==> src/rtl/bch_map_pkg.sv <==
package bch_map_pkg;
  typedef enum logic [1:0] {
    ST_IDLE = 2'd0,
    ST_SCAN = 2'd1,
    ST_FIN  = 2'd2
  } map_state_t;

  typedef struct packed {
    logic       ok;
    logic       to_ecc;
    logic [8:0] byte_idx;
    logic [2:0] bit_idx;
  } flip_t;
endpackage

==> src/rtl/bch_loc_decode.sv <==
module bch_loc_decode #(
  parameter int DATA_BYTES = 512,
  parameter int ECC8_USED  = 13,
  parameter int ECC16_USED = 26,
  parameter int LOC_W      = 13,
  parameter int BYTE_W     = 9
) (
  input  logic              mode16,
  input  logic [LOC_W-1:0]  loc,
  output logic              ok,
  output logic              to_ecc,
  output logic [BYTE_W-1:0] byte_idx,
  output logic [2:0]        bit_idx
);
  localparam int CW = LOC_W + 1;

  logic [CW-1:0] lim;
  logic [CW-1:0] q;
  logic [CW-1:0] pos;
  logic [CW-1:0] rel;

  always_comb begin
    lim      = mode16 ? CW'(DATA_BYTES + ECC16_USED) : CW'(DATA_BYTES + ECC8_USED);
    q        = CW'(loc[LOC_W-1:3]);
    ok       = (q < lim);
    pos      = lim - CW'(1) - q;
    to_ecc   = (pos >= CW'(DATA_BYTES));
    rel      = to_ecc ? (pos - CW'(DATA_BYTES)) : pos;
    byte_idx = ok ? rel[BYTE_W-1:0] : '0;
    bit_idx  = loc[2:0];
  end
endmodule

==> src/rtl/bch_map_ctrl.sv <==
module bch_map_ctrl
  import bch_map_pkg::*;
#(
  parameter int MAX_ERR = 16,
  parameter int T8      = 8,
  parameter int T16     = 16,
  parameter int LOC_W   = 13,
  parameter int CNT_W   = 5
) (
  input  logic                     clk,
  input  logic                     rst_n,
  input  logic                     start,
  input  logic                     mode16,
  input  logic [CNT_W-1:0]         err_cnt,
  input  logic [MAX_ERR*LOC_W-1:0] loc_list,
  input  logic                     syn_zero,
  input  logic                     ecc_erased,
  input  logic                     loc_ok,
  input  logic                     cmd_ready,
  output logic                     mode16_q,
  output logic [LOC_W-1:0]         cur_loc,
  output logic                     scanning,
  output logic                     busy,
  output logic                     done,
  output logic [CNT_W-1:0]         done_cnt,
  output logic                     done_err
);
  localparam int IDX_W = $clog2(MAX_ERR);

  map_state_t               st;
  logic [MAX_ERR*LOC_W-1:0] list_q;
  logic [LOC_W-1:0]         loc_arr [MAX_ERR];
  logic [CNT_W-1:0]         cnt_q;
  logic [IDX_W-1:0]         idx;
  logic [CNT_W-1:0]         cnt_lim;
  logic                     last;
  logic                     step;

  for (genvar g = 0; g < MAX_ERR; g++) begin : g_unpack
    assign loc_arr[g] = list_q[g*LOC_W +: LOC_W];
  end

  assign cur_loc  = loc_arr[idx];
  assign scanning = (st == ST_SCAN);
  assign busy     = (st != ST_IDLE);
  assign done     = (st == ST_FIN);
  assign cnt_lim  = mode16 ? CNT_W'(T16) : CNT_W'(T8);
  assign last     = (CNT_W'(idx) == cnt_q - CNT_W'(1));
  assign step     = scanning && (!loc_ok || cmd_ready);

  always_ff @(posedge clk) begin
    if (!rst_n) begin
      st       <= ST_IDLE;
      list_q   <= '0;
      cnt_q    <= '0;
      idx      <= '0;
      mode16_q <= 1'b0;
      done_cnt <= '0;
      done_err <= 1'b0;
    end else begin
      case (st)
        ST_IDLE: if (start) begin
          mode16_q <= mode16;
          list_q   <= loc_list;
          cnt_q    <= err_cnt;
          idx      <= '0;
          done_cnt <= '0;
          done_err <= 1'b0;
          if (syn_zero || ecc_erased || err_cnt == '0) begin
            st <= ST_FIN;
          end else if (err_cnt > cnt_lim) begin
            done_err <= 1'b1;
            st       <= ST_FIN;
          end else begin
            st <= ST_SCAN;
          end
        end
        ST_SCAN: if (step) begin
          if (!loc_ok) done_err <= 1'b1;
          else         done_cnt <= done_cnt + CNT_W'(1);
          if (last) st  <= ST_FIN;
          else      idx <= idx + IDX_W'(1);
        end
        ST_FIN:  st <= ST_IDLE;
        default: st <= ST_IDLE;
      endcase
    end
  end


  fixed_bound_chk: assert property (@(posedge clk) disable iff (!rst_n)
    done |-> done_cnt <= cnt_q);


  done_pulse_chk: assert property (@(posedge clk) disable iff (!rst_n)
    done |=> !done);


  start_ignored_chk: assert property (@(posedge clk) disable iff (!rst_n)
    busy && start |=> $stable(mode16_q) && $stable(cnt_q));
endmodule

==> src/rtl/bch_loc_mapper.sv <==
module bch_loc_mapper
  import bch_map_pkg::*;
#(
  parameter int DATA_BYTES = 512,
  parameter int ECC8_USED  = 13,
  parameter int ECC16_USED = 26,
  parameter int T8         = 8,
  parameter int T16        = 16,
  parameter int MAX_ERR    = 16,
  parameter int LOC_W      = 13,
  parameter int CNT_W      = 5,
  parameter int BYTE_W     = $clog2(DATA_BYTES)
) (
  input  logic                     clk,
  input  logic                     rst_n,
  input  logic                     start,
  input  logic                     mode16,
  input  logic [CNT_W-1:0]         err_cnt,
  input  logic [MAX_ERR*LOC_W-1:0] loc_list,
  input  logic                     syn_zero,
  input  logic                     ecc_erased,
  output logic                     busy,
  output logic                     cmd_valid,
  input  logic                     cmd_ready,
  output logic                     cmd_to_ecc,
  output logic [BYTE_W-1:0]        cmd_byte,
  output logic [2:0]               cmd_bit,
  output logic                     done,
  output logic [CNT_W-1:0]         done_cnt,
  output logic                     done_err
);
  logic             mode16_q;
  logic [LOC_W-1:0] cur_loc;
  logic             scanning;
  logic             loc_ok;

  bch_map_ctrl #(
    .MAX_ERR(MAX_ERR), .T8(T8), .T16(T16), .LOC_W(LOC_W), .CNT_W(CNT_W)
  ) u_ctrl (
    .clk(clk), .rst_n(rst_n), .start(start), .mode16(mode16),
    .err_cnt(err_cnt), .loc_list(loc_list), .syn_zero(syn_zero),
    .ecc_erased(ecc_erased), .loc_ok(loc_ok), .cmd_ready(cmd_ready),
    .mode16_q(mode16_q), .cur_loc(cur_loc), .scanning(scanning),
    .busy(busy), .done(done), .done_cnt(done_cnt), .done_err(done_err)
  );

  bch_loc_decode #(
    .DATA_BYTES(DATA_BYTES), .ECC8_USED(ECC8_USED), .ECC16_USED(ECC16_USED),
    .LOC_W(LOC_W), .BYTE_W(BYTE_W)
  ) u_dec (
    .mode16(mode16_q), .loc(cur_loc), .ok(loc_ok), .to_ecc(cmd_to_ecc),
    .byte_idx(cmd_byte), .bit_idx(cmd_bit)
  );

  assign cmd_valid = scanning && loc_ok;


  cmd_hold_chk: assert property (@(posedge clk) disable iff (!rst_n)
    cmd_valid && !cmd_ready |=> cmd_valid && $stable(cmd_to_ecc)
      && $stable(cmd_byte) && $stable(cmd_bit));


  ecc_byte_range_chk: assert property (@(posedge clk) disable iff (!rst_n)
    cmd_valid && cmd_to_ecc |->
      cmd_byte < (mode16_q ? BYTE_W'(ECC16_USED) : BYTE_W'(ECC8_USED)));


  no_cmd_at_done_chk: assert property (@(posedge clk) disable iff (!rst_n)
    done |-> !cmd_valid);


  idle_quiet_chk: assert property (@(posedge clk) disable iff (!rst_n)
    !busy |-> !cmd_valid && !done);
endmodule

==> config.mk <==
export PLATFORM = sky130hd
export DESIGN_NAME = bch_loc_mapper
export DESIGN_NICKNAME = d
export VERILOG_FILES = /design/src/rtl/bch_map_pkg.sv /design/src/rtl/bch_loc_decode.sv /design/src/rtl/bch_map_ctrl.sv /design/src/rtl/bch_loc_mapper.sv
export SDC_FILE = /design/constraint.sdc
export NUM_CORES = 1
export LEC_CHECK = 0
export ABC_CLOCK_PERIOD_IN_PS = 3380
export BUFFER_PORTS_ARGS = -buffer_cell sky130_fd_sc_hd__buf_2
export CAP_MARGIN = 20
export CORE_ASPECT_RATIO = 0.75
export CORE_MARGIN = 2
export CORE_UTILIZATION = 49
export DETAILED_ROUTE_END_ITERATION = 16
export HOLD_SLACK_MARGIN = 0.08
export PLACE_DENSITY_LB_ADDON = 0.1
export SETUP_SLACK_MARGIN = 0.2
export SLEW_MARGIN = 15
export SYNTH_ARGS = -nofsm -noshare
export SYNTH_HDL_FRONTEND = slang
export SYNTH_HIERARCHICAL = 1
export SYNTH_SLANG_ARGS = --single-unit
==> constraint.sdc <==
create_clock -name clk -period 3.38 [get_ports clk]
set_input_delay 0.169 -clock clk [delete_from_list [all_inputs] [get_ports clk]]
set_output_delay 0.169 -clock clk [all_outputs]
set_load 0.02 [all_outputs]
* Yosys cells after proc, flatten, opt, wreduce, memory -nomap -nowiden
Index checks and enable logic that the tools add are counted.
Widths: inputs -> output; s select.
** Word-level totals
- Memory bits (read-only) :: 0
- Memory bits (writable) :: 0
- Bits in latches :: 0
- Logic and storage cells :: 69
- Output and inout bits :: 22
- Memories :: 0
- Input port bits :: 220
- Flip-flop bits (word level) :: 226
** Cells by class
- Bitwise gates (word level) :: 1
- $add $sub $neg :: 6
- Divide/modulo/power cells :: 0
- Multipliers :: 0
- Equal/unequal tests :: 9
- Mux-type cells :: 27
- Reduce and logical (&&, ||, !) cells :: 15
- Shift-type cells :: 0
- $lt $le $gt $ge :: 4
** Operator list (count)
- $bmux 13 s4 :: 1
- $mux 13 :: 2
- $mux 5 :: 5
- $mux 9 :: 2
- $ge 14x10->1 const B :: 1
- $lt 10x14->1 :: 1
- $sub 14x1->14 const B :: 1
- $sub 14x10->14 :: 1
- $mux 4 :: 3
- $reduce_and 4->1 :: 3
- $mux 2 :: 5
- $pmux 5 s2 :: 1
- $sub 9x1->9 const B :: 1
- $pmux 4 s2 :: 1
- $ne 2x1->1 const B :: 3
- $ne 2x2->1 const B :: 3
- $add 5x1->5 const B :: 1
- $eq 4x5->1 :: 1
- $ge 5x5->1 const B :: 1
- $gt 5x5->1 :: 1
- $logic_not 5->1 :: 1
- $mux 1 :: 5
- $not 4->5 :: 1
- $sub 5x1->5 const B :: 1
- 12 further kinds :: 16

* Logic depth before layout (Yosys ltp)
Gate-level depths: netlist of run 1.
- Depth after elaboration :: 10
- Gate-level depth with buffers :: 15
- Mapped depth without buffers :: 13

* By module
The synthesis of run 1 kept the hierarchy.
** Modules (own cells, without submodules)
- bch_map_ctrl :: area an instance 10227.3 µm², cells an instance 1103, instances 1, seq. area each 4524.3 µm²
- bch_loc_decode :: area an instance 495.5 µm², cells an instance 68, instances 1, seq. area each 0.0 µm²
- bch_loc_mapper :: area an instance 6.3 µm², cells an instance 1, instances 1, seq. area each 0.0 µm²

* Least setup slack after synthesis of run 1
OpenSTA, ideal clock, no wires.
- Path kind :: register to register
- Start point :: register u_ctrl.idx[1]
- End point :: register u_ctrl.idx[0]
- Cell stages (with the launch flop) :: 15
- Required time :: 3.263 ns
- Setup time :: 0.117 ns
- Arrival :: 3.573 ns
- Path slack :: -0.309 ns
- Clock period less this slack :: 3.689 ns
- Path buffers :: 2
- Path through :: dfxtp_1 > buf_2 > clkbuf_1 > mux4_2 > mux4_2 > ha_1 > nor2b_1 > o21ai_0 > a21oi_1 > nor2_1 > nor2b_1 > a21oi_1 > nor2b_1 > o21bai_1 > a22o_1
** On the way
- Longest elaborated chain between the ends :: 10
- Elaborated cells between the ends (all ways) :: 12
- Those cells by class :: order compare (1); eq/ne (3); mux (3); bitwise (1); reduce/logical (4)
** RTL lines
- start, declared :: RTL line bch_map_ctrl.sv:34 : logic [IDX_W-1:0] idx;
- start signal, assigned :: RTL line bch_map_ctrl.sv:82 : else idx <= idx + IDX_W'(1);
- $not 4->5 (implied by the code) :: RTL line bch_map_ctrl.sv:43 : assign cur_loc = loc_arr[idx];
- $bmux 13 s4 :: RTL line bch_map_ctrl.sv:43
- $mux 13 (implied by the code) (2 in series) :: RTL line bch_map_ctrl.sv:43
- via cur_loc[4] :: RTL line bch_loc_mapper.sv:33 : logic [LOC_W-1:0] cur_loc;
- $lt 10x14->1 :: RTL line bch_loc_decode.sv:25 : ok = (q < lim);
- via loc_ok :: RTL line bch_loc_mapper.sv:35 : logic loc_ok;
- $logic_not 1->1 :: RTL line bch_map_ctrl.sv:49 : assign step = scanning && (!loc_ok || cmd_ready);
- $logic_or 1x1->1 :: RTL line bch_map_ctrl.sv:49
- $logic_and 1x1->1 :: RTL line bch_map_ctrl.sv:49
- $ne 2x1->1 (no source line)
- $reduce_and 4->1 (no source line)
The timed path passes the listed nets, and every way through them passes these cells. The select of a mux whose other input is x is not followed.
A chain may end at the register's enable or synchronous reset.

* Worst setup path in the final report of run 1
- Start point :: register u_ctrl.idx[0]
- End point :: output cmd_byte[7]
** On the way
- Longest elaborated chain between the ends :: 8
- Elaborated cells between the ends (all ways) :: 10
- Those cells by class :: add/sub (2); order compare (2); mux (5); bitwise (1)
** RTL lines
- $not 4->5 (implied by the code) (*) :: RTL line bch_map_ctrl.sv:43
- $bmux 13 s4 (*) :: RTL line bch_map_ctrl.sv:43
- $mux 13 (implied by the code) (*) (2 in series) :: RTL line bch_map_ctrl.sv:43
- via cur_loc[3] :: RTL line bch_loc_mapper.sv:33
- $sub 14x10->14 :: RTL line bch_loc_decode.sv:26 : pos = lim - CW'(1) - q;
- $ge 14x10->1 / $sub 9x1->9 (equally long branches) :: RTL line bch_loc_decode.sv:27, bch_loc_decode.sv:28
- $mux 9 :: RTL line bch_loc_decode.sv:28 : rel = to_ecc ? (pos - CW'(DATA_BYTES)) : pos;
- $mux 9 (*) :: RTL line bch_loc_decode.sv:29 : byte_idx = ok ? rel[BYTE_W-1:0] : '0;
- end, declared :: RTL line bch_loc_mapper.sv:26 : output logic [BYTE_W-1:0] cmd_byte,
Mark *: on every way through the listed nets, which the timed path passes. The rest lies on a longest branch. The select of a mux whose other input is x is not followed.

==> results.cfg, run 1 <==
[pwr]
power_frac_comb_pct = 17.8
p_int_w = 0.00535
p_sw_w = 0.00184
switching_share_pct = 25.6
clkPwrFrac_pct = 41.2
leakage_nw = 6.71
ir_drop_uv = 342
powerDensity_nw_per_um2 = 450
seqPwrFrac_pct = 41.0

[sta]
fin_crit_sh_pct = 111
whs_ps = 140
fin_worst_skew_ps = 16.8
drv_slew = 0
rsz0062_at_grt = true
fmax_ghz = 0.265
final_hold_viol_count = 0
setup_ws_ps = -389
layout_min_cycle_time_ps = 3770
worst_slew_pin_slew_ps = 922
finalSetupViolCount = 13
slew_headroom_pct = 38.6

[synth]
synth_top_flop_cell = dfxtp_1
yosys.area.top_type_share_pct = 42.2
yosysUniqueCellTypes = 52
synth_edf_count = 0
ys.warnings.count = 6
synth.avg_cell_area_um2 = 9.15
ys_ff_latch = 226
netlist_instances = 1172
yosysSeqAreaShare_pct = 42.2
synth_area_leader_cell = dfxtp_1
ys_top_cells_by_area = dfxtp_1 42%, nand2_1 15%, a21boi_1 13%
async_flop_share_pct = 0
netlist_area_um2 = 10700
syn-num-nets = 1406

[die]
die_y_um = 132
row_count = 46
num_io_pins = 242
core-area_um2 = 21300
initial_core_util_pct = 50.4
dieArea_um2 = 23100
die_x_um = 175

[placed_design]
numPortBuffers = 241
hpwl_um = 22700
dpl_worst_slack_ps = -70.5
gp_congestion = 0.903

[cells_and_area]
drive_above_1_share_pct = 26.8
fin_util_pct = 75.1
syn_to_final_growth_pct = 49.1
layout.nets = 1866
mostFrequentLayoutCell = nand2_1
final_cell_mix = 433 x nand2_1, 229 x buf_2, 224 x dlygate4sd3_1, 224 x dfxtp_1, 183 x a21boi_1

[detailed_routing]
wl_met3_um = 2400
met2_length_um = 16700
ant_nets = 0
first_iter_violations = 902
routed_via_density = 5.35
wl_met1_um = 15700
wl_um = 36100
dr.pass1.iters = 7
via_count = 10377
wl_per_cell_um = 18.6
highest-signal-layer = met5
drc = 0

[global_route]
grt.total_usage_pct = 30.8
grt_pass1_vias = 10298
grt_pass1_wl_um = 56100
grt_antenna_before_repair = 2
overflow = 0
grt_max_degree = 134

[critical_path]
cp_slowest_cell = mux4_2
required_ps = 3210
crit_arrival_ps = 3600
start_kind = register
criticalPathCategory = register to primary output
crit_path_max_fanout = 6
crit_path_cell_trace = buf_12, buf_12, mux4_2, mux4_2, ha_1, or3b_1, a211oi_2, xor2_1, nor3_2, buf_4
cpPeakStageDelay_ps = 510
cp-end-kind = primary output

[outcome]
status = complete, but fails checks
failed_checks = negative setup slack

[clocking]
cts_num_sinks = 226
cts_tree = built
cts.path.max_buffers = 3
clock_latency_ps = 520
numCtsBuffers = 24
cts-root-buf = clkbuf_16
htreeDepth = 1
cts.reportedPaths.clkPinSlew_ps = 70

[run]
drv_cap = 0

[worst_hold_path]
hp-class = input port to register
[cell type report]
cell class              count  area, um2
diodes                      1       2.50
clock buffers              35        754
clock inverters             9        153
fillers                  1444       5300
inverters                  14       52.6
multi-input cells         839       5970
flip-flops and latches    226       4530
well taps                 288        360
repair buffers            527       4170
[flip-flops by register name, summed over array words and instances (netlist names)]
register         flops
u_ctrl/idx           4
u_ctrl/st            2
u_ctrl/done_cnt      5
u_ctrl/cnt_q         5
u_ctrl/list_q      208
u_ctrl/done_err      1
u_ctrl/mode16_q      1
[layer usage]
metal,global-route usage [%],vias up
met1,41.7,4941
met4,11.1,2
met3,5.33,98
met5,0,-
li1,-,4916
met2,49.8,420
[critical path: cells and delay by family, from the launching register on]
kind / cells / cell delay (ps)
buffers and inverters: 3 / 410
and+or+nand+nor: 2 / 490
AOI/OAI and AO/OA: 1 / 260
DFF: 1 / 430
adders and majority gates: 1 / 230
muxes: 2 / 1020
xor gates and xnor gates: 1 / 240
[synthesized netlist by cell type, types with 2 or more instances]
library cell	n
buf_4	4
a21boi_1	183
mux4_2	46
a211o_1	2
nor2_1	15
nor3b_1	5
inv_1	14
nand3_1	7
ha_1	14
dfxtp_1	226
a211oi_1	2
nand4_1	2
and3_1	2
buf_1	2
mux4_1	19
clkbuf_1	62
buf_12	3
a21boi_0	32
nor2b_1	6
a21oi_1	9
xor2_1	9
o21bai_1	2
nand2b_1	6
nand2_1	434
nor3_1	9
o21ai_0	6
buf_2	20
buf_6	2
and2_1	3
or3_1	2
xnor2_1	3
[timing repair]
| action | in CTS | in global routing |
|---|---|---|
| hold buffers | 224 | 0 |
| gates resized for setup | 64 | 19 |
| pin swaps | 12 | 14 |
| gates cloned | 3 | 0 |
| endpoints found under the setup margin | 20 | 23 |
| hold endpoints to repair | 218 | 0 |
| setup buffers | 15 | 2 |
[final timing paths]
path	start	end	slack, ps	cells after the start
worst min-delay path	cmd_ready	u_ctrl/st[0]$_SDFFE_PN0P_	140	4
worst min register to register	u_ctrl/list_q[28]$_SDFFE_PN0P_	u_ctrl/list_q[28]$_SDFFE_PN0P_	450	2
worst max-delay path	u_ctrl/idx[0]$_SDFFE_PN0P_	cmd_byte[7]	-390	10
worst max register to register	u_ctrl/idx[0]$_SDFFE_PN0P_	u_ctrl/idx[0]$_SDFFE_PN0P_	-40	13
[through the flow]
| step | area, um2 | total power (W) | cells | TNS, ps |
|---|---|---|---|---|
| 2_1_floorplan | 10800 | 0.00355 | 1172 | 0 |
| 3_3_place_gp | 12300 | 0.00391 | 1650 | -48.5 |
| 3_5_place_dp | 12300 | 0.00393 | 1650 | -236 |
| 4_1_cts | 15900 | 0.00714 | 1936 | -3070 |
| 5_1_grt | 16000 | 0.00744 | 1939 | -4330 |
| 6_report | 16000 | 0.00719 | 1939 | -3200 |
[logic make-up (layout without fill, tap and decap cells)]
group / Yosys count / after routing / share of synthesized area (%)
flops: 226 / 226 / 42.2
other cells: 0 / 1 / 0
buf+inv: 107 / 585 / 4.71
mux: 66 / 66 / 14.4
compound gates: 248 / 248 / 17.2
fa+ha+maj: 14 / 14 / 1.63
simple gates: 498 / 498 / 18.7
xor+xnor: 13 / 13 / 1.20
[power groups by stage]
stage | Clock [W] | Combinational [W] | Sequential (W)
detailed placement | 0 | 0.000928 | 0.00300
global route | 0.00310 | 0.00138 | 0.00296
floorplan | 0 | 0.000596 | 0.00295
finish | 0.00296 | 0.00128 | 0.00295
global placement | 0 | 0.000913 | 0.00300
CTS | 0.00298 | 0.00121 | 0.00294
Power figures use the tool's default switching activity.
==> inputs of run 2 (changes only) <==
--- a/config.mk
+++ b/config.mk
@@ -5,12 +5,12 @@
 export SDC_FILE = /design/constraint.sdc
 export NUM_CORES = 1
 export LEC_CHECK = 0
-export ABC_CLOCK_PERIOD_IN_PS = 3380
+export ABC_CLOCK_PERIOD_IN_PS = 4100
 export BUFFER_PORTS_ARGS = -buffer_cell sky130_fd_sc_hd__buf_2
 export CAP_MARGIN = 20
 export CORE_ASPECT_RATIO = 0.75
 export CORE_MARGIN = 2
-export CORE_UTILIZATION = 49
+export CORE_UTILIZATION = 55
 export DETAILED_ROUTE_END_ITERATION = 16
 export HOLD_SLACK_MARGIN = 0.08
 export PLACE_DENSITY_LB_ADDON = 0.1
==> constraint.sdc (replaced) <==
create_clock -name clk -period 4.1 [get_ports clk]
set_input_delay 0.205 -clock clk [delete_from_list [all_inputs] [get_ports clk]]
set_output_delay 0.205 -clock clk [all_outputs]
set_load 0.02 [all_outputs]
==> results.cfg, run 2 (synthesized netlist as in run 1, its figures left out) <==
[outcome]
status = finished, final reports clean

[die]
row_count = 44
initial_core_util_pct = 55.8
die_y_um = 125
core-area_um2 = 19200
num_io_pins = 242
dieArea_um2 = 20700
die_x_um = 165

[pwr]
powerDensity_nw_per_um2 = 363
leakage_nw = 6.38
finalPower_w = 0.00554
ir_drop_uv = 307

[clocking]
cts-root-buf = clkbuf_16
cts.reportedPaths.clkPinSlew_ps = 70
cts.path.max_buffers = 3
clock_latency_ps = 520
htreeDepth = 1
numCtsBuffers = 22
cts_tree = built
cts_num_sinks = 226

[sta]
drv_slew = 0
setup_ws_ps = 179
rsz0062_at_grt = true
worst_slew_pin_slew_ps = 894
tns_ps = 0
fin_crit_sh_pct = 95.6
fin_worst_skew_ps = 15.7
finalSetupViolCount = 0
fmax_ghz = 0.255
final_hold_viol_count = 0
whs_ps = 188
layout_min_cycle_time_ps = 3920
slew_headroom_pct = 40.4

[global_route]
grt_pass1_wl_um = 53700
grt_pass1_vias = 10237
grt_max_degree = 144
grt.total_usage_pct = 33.7
grt_antenna_before_repair = 3
overflow = 0

[critical_path]
required_ps = 3890
r2r_slack_ps = 440
crit_end = cmd_to_ecc
crit_path_max_fanout = 8
r2r_end = u_ctrl/idx[0]$_SDFFE_PN0P_
start_kind = register
criticalPathCategory = register to primary output
crit_start = u_ctrl/idx[0]$_SDFFE_PN0P_
cp-end-kind = primary output
reg2regPathDepth = 14
crit_arrival_ps = 3720
worstReg2RegStart = u_ctrl/idx[0]$_SDFFE_PN0P_

[detailed_routing]
routed_via_density = 5.54
via_count = 10347
drc = 0
wl_per_cell_um = 19.0
dr.pass1.iters = 6
wl_um = 35600
first_iter_violations = 941
ant_nets = 0

[cells_and_area]
fin_util_pct = 79.4
top_regs = u_ctrl/list_q: 208 flops, u_ctrl/cnt_q: 5 flops, u_ctrl/done_cnt: 5 flops
final_cell_mix = 433 x nand2_1, 234 x buf_2, 224 x dfxtp_1
drive_above_1_share_pct = 24.2
syn_to_final_growth_pct = 42.2
fill_cells = 1223
largest-register = u_ctrl/list_q
largest_register_ffs = 208
mostFrequentLayoutCell = nand2_1
layout.nets = 1831

[worst_hold_path]
hp-class = input port to register

[placed_design]
gp_congestion = 0.879
hpwl_um = 21100
dpl_worst_slack_ps = 360
numPortBuffers = 241

[run]
drv_cap = 0
==> run 2: changes by cell type in the layout (fill, tap and decap cells not counted), moves of 4 or more <==
| cell | delta |
|---|---|
| clkbuf_16 | -4 |
| buf_4 | -16 |
| buf_6 | -12 |
| buf_2 | +5 |
| dlygate4sd3_1 | -8 |
| nor3_1 | +4 |
==> run 2: what timing repair did <==
action                                 4_1_cts  5_1_grt
endpoints found under the hold margin      216        0
resized for setup                           12       35
setup endpoints to repair                    9       14
hold buffers                               216        0
pin swaps                                    0        8
setup buffers                                4       15
==> run 2: worst max-delay path: stages, from the launching register on <==
cell,delay [ps]
dfxtp_4,450
buf_6,150
buf_6,140
mux4_2,570
mux4_2,510
buf_4,160
ha_4,300
o21ai_1,100
a2111o_1,400
mux2i_1,230
buf_4,190
==> run 2: final cells by class <==
type	count	area [um2]	area share [%]
antenna	2	5.00	0.0328
inverter	14	52.6	0.344
tap	253	317	2.07
sequential	226	4530	29.7
clock buffer	30	631	4.13
clock inverter	9	131	0.861
timing repair buffer	494	3800	24.9
multi-input combinational	839	5790	37.9
==> run 2: where the power goes <==
part	internal [W]	switching, W
Combinational	0.000493	0.000490
Clock	0.00127	0.000867
Sequential	0.00234	0.0000905
Total	0.00410	0.00145
==> run 2: how the worst min path moves through the flow <==
| stage | startpoint | end | slack [ps] | depth (start not counted) |
|---|---|---|---|---|
| finish | ecc_erased | u_ctrl/st[1]$_SDFFE_PN0P_ | 190 | 4 |
| global route | cmd_ready | u_ctrl/st[0]$_SDFFE_PN0P_ | 200 | 4 |
| CTS | cmd_ready | u_ctrl/st[0]$_SDFFE_PN0P_ | 140 | 4 |
| detailed placement | u_ctrl/list_q[119]$_SDFFE_PN0P_ | u_ctrl/list_q[119]$_SDFFE_PN0P_ | 440 | 2 |
| global placement | u_ctrl/list_q[119]$_SDFFE_PN0P_ | u_ctrl/list_q[119]$_SDFFE_PN0P_ | 440 | 2 |
| floorplan | loc_list[0] | u_ctrl/list_q[0]$_SDFFE_PN0P_ | 340 | 2 |
==> run 2: per-stage QoR <==
| step | cell area [um2] | std cells |
|---|---|---|
| 2_1_floorplan | 10700 | 1172 |
| 4_1_cts | 15000 | 1850 |
| 5_1_grt | 15300 | 1867 |
| 6_report | 15300 | 1867 |
| 3_5_place_dp | 12000 | 1591 |
| 3_3_place_gp | 12000 | 1591 |
==> run 2: metal layers <==
layer,track usage [%],up-vias,part of all wire [%]
met5,0,-,0
met4,13.7,0,4.1
met3,6.24,102,7.3
met2,55.6,445,48
met1,43.7,4963,40
li1,-,4837,-
==> inputs of run 3 (changes only) <==
--- a/config.mk
+++ b/config.mk
@@ -8,9 +8,11 @@
 export ABC_CLOCK_PERIOD_IN_PS = 4100
 export BUFFER_PORTS_ARGS = -buffer_cell sky130_fd_sc_hd__buf_2
 export CAP_MARGIN = 20
+export CELL_PAD_IN_SITES_DETAIL_PLACEMENT = 2
+export CELL_PAD_IN_SITES_GLOBAL_PLACEMENT = 2
 export CORE_ASPECT_RATIO = 0.75
 export CORE_MARGIN = 2
-export CORE_UTILIZATION = 55
+export CORE_UTILIZATION = 33
 export DETAILED_ROUTE_END_ITERATION = 16
 export HOLD_SLACK_MARGIN = 0.08
 export PLACE_DENSITY_LB_ADDON = 0.1
==> results.cfg, run 3 (synthesized netlist as in run 1, its figures left out) <==
[sta]
slew_headroom_pct = 37.2
worst_slew_pin_slew_ps = 943
whs_ps = 124
layout_min_cycle_time_ps = 3960
tns_ps = 0
fin_crit_sh_pct = 96.5
fmax_ghz = 0.253
final_hold_viol_count = 0
finalSetupViolCount = 0
fin_worst_skew_ps = 22.8
drv_slew = 0
rsz0062_at_grt = true

[cells_and_area]
top_regs = u_ctrl/list_q: 208 flops, u_ctrl/cnt_q: 5 flops, u_ctrl/done_cnt: 5 flops
largest_register_ffs = 208
syn_to_final_growth_pct = 46.5
mostFrequentLayoutCell = nand2_1
layout.nets = 1851
seqCellArea_um2 = 4530
final_cell_mix = 433 x nand2_1, 235 x buf_2, 223 x dfxtp_1
fill_cells = 3358
drive_above_1_share_pct = 25.8
design_area_um2 = 15700
largest-register = u_ctrl/list_q
multi_input_area_um2 = 5880

[pwr]
seqPwrFrac_pct = 43.3
p_int_w = 0.00404
ir_drop_uv = 287
powerDensity_nw_per_um2 = 360
switching_share_pct = 28.6
power_frac_comb_pct = 18.9
leakage_nw = 6.51
clkPwrFrac_pct = 37.9
p_sw_w = 0.00162

[global_route]
grt_pass1_wl_um = 71600
grt_max_degree = 136
grt.total_usage_pct = 28.1
grt_antenna_before_repair = 7
overflow = 0
grt_pass1_vias = 11656

[die]
core-area_um2 = 32200
num_io_pins = 242
dieArea_um2 = 34000
row_count = 57
die_y_um = 160
initial_core_util_pct = 33.4
die_x_um = 212

[critical_path]
required_ps = 3890
criticalPathCategory = register to primary output
crit_arrival_ps = 3750
r2r_end = u_ctrl/idx[0]$_SDFFE_PN0P_
start_kind = register
cp-end-kind = primary output
r2r_slack_ps = 360
crit_path_max_fanout = 5
worstReg2RegStart = u_ctrl/idx[0]$_SDFFE_PN0P_
reg2regPathDepth = 17

[clocking]
cts_num_sinks = 226
clock_latency_ps = 540
htreeDepth = 1
cts-root-buf = clkbuf_16
numCtsBuffers = 24
cts.path.max_buffers = 3
cts.reportedPaths.clkPinSlew_ps = 70
cts_tree = built

[detailed_routing]
drc = 0
dr.pass1.iters = 5
wl_per_cell_um = 23.6
ant_nets = 0
via_count = 10532
first_iter_violations = 659
wl_um = 48900
routed_via_density = 5.07

[worst_hold_path]
worstHoldPathCells = 4
holdPathEnd = u_ctrl/st[1]$_SDFFE_PN0P_
hp-class = input port to register
worstHoldStart = ecc_erased

[outcome]
status = finished, final reports clean

[run]
drv_cap = 0

[placed_design]
gp_congestion = 0.841
placed_area_um2 = 12300
numPortBuffers = 241
hpwl_um = 29500
run 3: cell count changes in the layout (fill, tap and decap cells not counted), sizes merged:
| cell | change |
|---|---|
| clkbuf | +6 |
| bufinv | -3 |
| buf | +18 |
| diode | -1 |
| clkinvlp | +1 |
run 3: per-stage QoR:
step	total power (W)	utilization, %	std cells	setup slack [ps]
6_report	0.00566	48.9	2077	144
5_1_grt	0.00589	48.9	2076	43.7
4_1_cts	0.00561	47.8	2053	187
3_5_place_dp	0.00328	38.3	1783	258
3_3_place_gp	0.00326	38.3	1783	419
2_1_floorplan	0.00292	-	1172	411
run 3: per-layer routing:
metal / GRT usage (%) / up-vias / wire, um
li1: - / 4864 / -
met1: 35.4 / 5288 / 20600
met3: 4.84 / 89 / 2440
met5: 0 / - / 56
met4: 7.87 / 8 / 1350
met2: 49.2 / 283 / 24500
run 3: area by class of cell:
cell class | count | share of cell area (%)
Antenna cell | 1 | 0.0159
Clock buffer | 36 | 4.49
Clock inverter | 7 | 0.310
Inverter | 14 | 0.334
Multi-Input combinational cell | 839 | 37.4
Sequential cell | 226 | 28.8
Tap cell | 442 | 3.52
Timing Repair Buffer | 512 | 25.1
run 3: repair_timing:
action	CTS	global route
pin swaps	0	13
hold endpoints to repair	216	0
hold buffers	216	0
setup endpoints to repair	11	12
gates resized for setup	21	40
buffers inserted	11	23
run 3: worst max path at each step:
stage / start / to / slack (ps) / depth (start not counted)
6_report: u_ctrl/idx[0]$_SDFFE_PN0P_ / cmd_byte[7] / 140 / 11
5_1_grt: u_ctrl/idx[0]$_SDFFE_PN0P_ / cmd_byte[8] / 40 / 12
4_1_cts: u_ctrl/idx[0]$_SDFFE_PN0P_ / cmd_to_ecc / 190 / 9
3_5_place_dp: u_ctrl/idx[0]$_SDFFE_PN0P_ / u_ctrl/idx[0]$_SDFFE_PN0P_ / 260 / 13
3_3_place_gp: u_ctrl/idx[0]$_SDFFE_PN0P_ / u_ctrl/idx[0]$_SDFFE_PN0P_ / 420 / 13
2_1_floorplan: u_ctrl/idx[1]$_SDFFE_PN0P_ / u_ctrl/idx[0]$_SDFFE_PN0P_ / 410 / 14
run 3: critical path: stages, from the launching register on:
cell,delay (ps)
dfxtp_4,420
buf_6,130
buf_12,100
mux4_2,550
mux4_2,520
buf_6,150
ha_4,160
or3b_4,400
a211oi_4,270
xor2_1,120
nor3_1,200
buf_2,200
run 3: power by group through the flow:
stage	Combinational [W]	Clock [W]	Sequential, W
after floorplan	0.000489	0	0.00243
after global placement	0.000777	0	0.00248
after detailed placement	0.000799	0	0.00249
after CTS	0.000985	0.00218	0.00244
after global routing	0.00115	0.00228	0.00246
final	0.00107	0.00214	0.00245
